===== src/rtl/audio_clk_pkg.sv =====
package audio_clk_pkg;
  localparam int MDIV_W   = 6;
  localparam int BDIV_W   = 8;
  localparam int WCODE_W  = 5;
  localparam int WS_BASE  = 16;
  localparam int WS_MAXC  = 16;
endpackage


===== src/rtl/acg_mclk_div.sv =====
module acg_mclk_div #(
  parameter int MW = 6
) (
  input  logic          clk,
  input  logic          rst,
  input  logic          run,
  input  logic [MW-1:0] div,
  output logic          mclk_o,
  output logic [MW-1:0] phase_o
);
  logic [MW-1:0] cnt;
  logic          mclk_r;
  logic [MW:0]   hi_len;
  logic          bypass;

  assign hi_len = ({1'b0, div} + (MW+1)'(2)) >> 1;
  assign bypass = (div == '0);

  always_ff @(posedge clk) begin
    if (rst || !run) begin
      cnt    <= '0;
      mclk_r <= 1'b0;
    end else begin
      cnt    <= (cnt == div) ? '0 : cnt + 1'b1;
      mclk_r <= ({1'b0, cnt} < hi_len);
    end
  end

  assign mclk_o  = run & (bypass ? clk : mclk_r);
  assign phase_o = cnt;
endmodule


===== src/rtl/acg_bclk_div.sv =====
module acg_bclk_div #(
  parameter int BW = 8
) (
  input  logic          clk,
  input  logic          rst,
  input  logic          run,
  input  logic [BW-1:0] div,
  output logic          bclk_o,
  output logic          fall_o
);
  logic [BW-1:0] cnt;
  logic          bclk_r;

  always_ff @(posedge clk) begin
    if (rst || !run) begin
      cnt    <= '0;
      bclk_r <= 1'b0;
    end else if (cnt == div) begin
      cnt    <= '0;
      bclk_r <= ~bclk_r;
    end else begin
      cnt    <= cnt + 1'b1;
    end
  end

  assign bclk_o = bclk_r;
  assign fall_o = run & bclk_r & (cnt == div);
endmodule


===== src/rtl/acg_ws_gen.sv =====
module acg_ws_gen #(
  parameter int LW = 6,
  parameter int MW = 6
) (
  input  logic          clk,
  input  logic          rst,
  input  logic          run,
  input  logic          fall_i,
  input  logic [LW-1:0] last_i,
  input  logic [MW-1:0] mphase_i,
  input  logic [MW-1:0] mdiv_i,
  output logic          ws_o,
  output logic          stb_o,
  output logic          sync_err_o
);
  logic [LW-1:0] fcnt;

  always_ff @(posedge clk) begin
    if (rst || !run) begin
      fcnt       <= '0;
      ws_o       <= 1'b0;
      stb_o      <= 1'b0;
      sync_err_o <= 1'b0;
    end else begin
      stb_o <= 1'b0;
      if (fall_i) begin
        if (fcnt == last_i) begin
          fcnt  <= '0;
          ws_o  <= ~ws_o;
          stb_o <= 1'b1;
          if (ws_o && (mphase_i != mdiv_i))
            sync_err_o <= 1'b1;
        end else begin
          fcnt <= fcnt + 1'b1;
        end
      end
    end
  end
endmodule


===== src/rtl/audio_clk_gen.sv =====
module audio_clk_gen
  import audio_clk_pkg::*;
#(
  parameter int MW   = MDIV_W,
  parameter int BW   = BDIV_W,
  parameter int CW   = WCODE_W,
  parameter int BASE = WS_BASE,
  parameter int MAXC = WS_MAXC
) (
  input  logic          clk,
  input  logic          rst,
  input  logic          en,
  input  logic [MW-1:0] mclk_div,
  input  logic [BW-1:0] bclk_div,
  input  logic [CW-1:0] ws_code,
  output logic          mclk_o,
  output logic          bclk_o,
  output logic          ws_o,
  output logic          ws_strobe_o,
  output logic          cfg_err_o,
  output logic          sync_err_o
);
  localparam int LW = $clog2(BASE + MAXC + 1);

  logic          run;
  logic [MW-1:0] mdiv_q;
  logic [BW-1:0] bdiv_q;
  logic [LW-1:0] last_q;
  logic          cfg_err_q;
  logic          reserved;
  logic [MW-1:0] mphase;
  logic          fall;

  assign reserved = (ws_code > CW'(MAXC));

  always_ff @(posedge clk) begin
    if (rst || !en) begin
      run       <= 1'b0;
      cfg_err_q <= 1'b0;
    end else if (!run) begin
      run       <= 1'b1;
      mdiv_q    <= mclk_div;
      bdiv_q    <= bclk_div;
      last_q    <= reserved ? LW'(MAXC + BASE - 1)
                            : LW'(ws_code) + LW'(BASE - 1);
      cfg_err_q <= reserved;
    end
  end

  acg_mclk_div #(.MW(MW)) u_mclk (
    .clk(clk), .rst(rst), .run(run), .div(mdiv_q),
    .mclk_o(mclk_o), .phase_o(mphase)
  );

  acg_bclk_div #(.BW(BW)) u_bclk (
    .clk(clk), .rst(rst), .run(run), .div(bdiv_q),
    .bclk_o(bclk_o), .fall_o(fall)
  );

  acg_ws_gen #(.LW(LW), .MW(MW)) u_ws (
    .clk(clk), .rst(rst), .run(run), .fall_i(fall), .last_i(last_q),
    .mphase_i(mphase), .mdiv_i(mdiv_q),
    .ws_o(ws_o), .stb_o(ws_strobe_o), .sync_err_o(sync_err_o)
  );

  assign cfg_err_o = cfg_err_q;
endmodule


===== config.mk =====
export PLATFORM = sky130hd
export DESIGN_NAME = audio_clk_gen
export DESIGN_NICKNAME = d
export VERILOG_FILES = /design/src/rtl/audio_clk_pkg.sv /design/src/rtl/acg_mclk_div.sv /design/src/rtl/acg_bclk_div.sv /design/src/rtl/acg_ws_gen.sv /design/src/rtl/audio_clk_gen.sv
export SDC_FILE = /design/constraint.sdc
export NUM_CORES = 1
export LEC_CHECK = 0
export BUFFER_PORTS_ARGS = -buffer_cell sky130_fd_sc_hd__clkbuf_2
export CORE_AREA = 2 2 110 59
export DETAILED_ROUTE_END_ITERATION = 6
export DIE_AREA = 0 0 112 61
export GPL_ROUTABILITY_DRIVEN = 0
export PLACE_DENSITY = 0.59
export SLEW_MARGIN = 10
export SYNTH_ARGS = -nofsm -noshare
export SYNTH_HDL_FRONTEND = slang
export SYNTH_HIERARCHICAL = 1
export SYNTH_SLANG_ARGS = --single-unit

===== constraint.sdc =====
create_clock -name clk -period 3.2 [get_ports clk]
set_input_delay 0.32 -clock clk [delete_from_list [all_inputs] [get_ports clk]]
set_output_delay 0.32 -clock clk [all_outputs]
set_load 0.01 [all_outputs]

==> metrics.log <==
[metrics] Post-Syn Instances: 213
[metrics] Syn Area/Cell: 10.88 sq um
[metrics] die span in x: 112 um
[metrics] max-slew headroom at the worst pin: 46.56%
[metrics] hold-critical path depth: 1
[metrics] number of buffers inserted for hold repair after clock tree synthesis: 0
[metrics] overflow left after global routing: 0
[metrics] worst r2r path cells: 7
[metrics] Required @ worst endpoint: 2.88 ns
[metrics] total power of the final layout: 1401 uW
[metrics] Leak Pwr: 0.001026 uW
[metrics] max-cap violation count: 0
[metrics] result of the run: finished, final reports clean
[metrics] CTS tree: yes
[metrics] DP HPWL: 3.235 mm
[metrics] largest net degree at the start of global routing: 14
[metrics] post-cts repair resize count: 0
[metrics] drt total wl: 4.252 mm
[metrics] count of buffers from port buffering: 27
[metrics] total area of multi-input combinational cells: 0.001139 sq mm
[metrics] Async S/R FF share, synth: 0%
[metrics] cell type with the largest total area after synthesis: edfxtp_1
[metrics] latest clock arrival within the worst-skew pair: 0.39 ns
[metrics] kind of launch point of the worst setup path: clock port
[metrics] Starting Density: 39.59%
[metrics] initial antenna violation count: 0
[metrics] number of DRC violations after detailed routing: 0
[metrics] top-level I/O count: 28
[metrics] layout cells sized above 1: 19.92%
[metrics] most common library cells after synthesis: dfxtp_1, xnor2_1, nor2_1
[metrics] final count of negative-setup-slack endpoints: 0
[metrics] sequential area share after synthesis: 49.22%
[metrics] Net Count, Synth: 246
[metrics] area occupied by registers: 0.001141 sq mm
[metrics] area of the mapped netlist: 0.002318 sq mm
[metrics] Slew Limit Fails: 0
[metrics] Post-Place Cell Area: 0.002549 sq mm
[metrics] relative area change from synthesis to final layout: 19.05%
[metrics] core area: 0.005856 sq mm
[metrics] post-CTS setup repair buffer count: 0
[metrics] post-route clock skew: 0.002494 ns
[metrics] drt via density: 4.832
[metrics] type of the tightest min-delay check: in -> reg
[metrics] top-area cell type share of the netlist area: 25.90%
[metrics] clock-pin slew on the worst setup and hold paths: 0.06 ns
[metrics] area of the die: 0.006832 sq mm
[metrics] area of all placed cells without fillers: 0.002760 sq mm
[metrics] fin nets: 283
[metrics] routed wirelength normalized by instance count: 12.96 um
[metrics] vertical die dimension: 61 um
[metrics] Critical Setup Path Class: clk -> out
[metrics] number of inserted filler cells in the final layout: 572
[metrics] crit end category: output pin
[metrics] cell with the most instances after synthesis: dfxtp_1
[metrics] count of state elements after synthesis: 47
[metrics] pwr/cell area: 507.4 mW/mm^2
[metrics] post-route core utilization: 47.14%
[metrics] crit path DAT: 2.10 ns
[metrics] Antenna Cells: 0
[metrics] worst hold slack across all endpoints: 0.09537 ns
[metrics] count of antenna-violating nets left after detailed routing: 0
[metrics] via count: 1585
[metrics] unrepaired setup endpoints after global routing: no
[metrics] first-pass detailed-route iteration total: 4
[metrics] number of library cell types mapped by synthesis: 41
[metrics] number of endpoints with negative hold slack in the final report: 0
[metrics] # rows: 20
[metrics] top cells by area, synth: edfxtp_1, dfxtp_1, xnor2_1
[metrics] VDD IR max: 0.2764 mV
[metrics] total number of yosys warnings: 6
[metrics] number of global-route vias before repair: 1509
[metrics] number of violations reported at the end of detailed-routing iteration 0: 87
[metrics] Total Negative Setup Slacks: 0 ns
[metrics] wire length of the first global-routing pass: 7.293 mm
[metrics] total routing resource utilization after global routing: 14.33%
[metrics] number of enable flip-flop cells after synthesis: 20
[metrics] Max FO, Critical Path: 2
[metrics] transition time at the pin with the least slew margin: 0.7986 ns
[metrics] Post-synth top flop: dfxtp_1
[power breakdown]
group | internal (uW) | switching, uW | leakage, uW
Clock | 450 | 226 | 0.000108
Combinational | 33.3 | 36.3 | 0.000512
Sequential | 641 | 14.1 | 0.000406
[path summary, 6_finish.rpt]
kind	start	end	slack (ns)
max	clk	mclk_o	0.78
min	mclk_div[2]	mdiv_q[2]$_DFFE_PP_	0.1
max reg2reg	u_bclk/cnt[2]$_SDFF_PP0_	u_ws/sync_err_o$_SDFFE_PP0P_	1.18
min reg2reg	cfg_err_o$_SDFFE_PN0N_	cfg_err_o$_SDFFE_PN0N_	0.46
[through the flow]
| step | worst slack [ns] | cells |
|---|---|---|
| final | 0.7781 | 328 |
| after global routing | 0.7349 | 328 |
| after CTS | 0.7713 | 328 |
| after detailed placement | 1.051 | 317 |
| after global placement | 1.051 | 317 |
| after floorplan | 1.106 | 213 |
[cells in the final DEF (no fill, tap or decap), drive strengths merged, types with 2 or more instances in the layout]
| cell | n |
|---|---|
| o21ai | 6 |
| nand2b | 3 |
| a21boi | 2 |
| ha | 11 |
| a211oi | 4 |
| a21oi | 6 |
| edfxtp | 20 |
| clkbuf | 38 |
| nor2 | 23 |
| nand2 | 15 |
| buf | 2 |
| inv | 6 |
| nor3 | 2 |
| nand4 | 7 |
| xnor2 | 25 |
| nor4 | 3 |
| dfxtp | 27 |
| and3 | 3 |
| nor2b | 2 |
| mux2i | 2 |
| or3 | 2 |
| nand3 | 11 |
| xor2 | 20 |
[kinds of logic after synthesis]
family / share of synthesized area, %
DFF: 49.22
xor gates and xnor gates: 18.29
muxes: 0.8635
and+or+nand+nor: 16.46
AOI/OAI and AO/OA: 7.556
buffers and inverters: 1.673
adders and majority gates: 5.936
[layer usage]
| layer | vias up | GRT usage, % | wire length, um |
|---|---|---|---|
| li1 | 818 | - | - |
| met1 | 735 | 20.56 | 2483 |
| met2 | 23 | 19.05 | 1528 |
| met3 | 9 | 5.095 | 165 |
| met4 | 0 | 7.143 | 74 |
| met5 | - | 0 | 0 |
[critical path: stages]
cell and delay, ns:
clkbuf_16 0.12, clkbuf_16 0.13, nand3_1 0.05, a21boi_0 0.08
clkbuf_2 0.13
[sequential cells by signal (all words and copies together), names as in the netlist, 6 cells and up]
name / count
bdiv_q: 8
last_q: 6
mdiv_q: 6
u_bclk/cnt: 8
u_mclk/phase_o: 6
u_ws/fcnt: 6
[final cells by class]
class | instances | share of cell area (%)
inverter | 6 | 0.8160
timing repair buffer | 28 | 5.258
multi-input combinational | 158 | 41.25
tap | 77 | 3.490
clock buffer | 12 | 7.842
sequential | 47 | 41.34
Note: power is estimated with default switching activity, not from simulation.
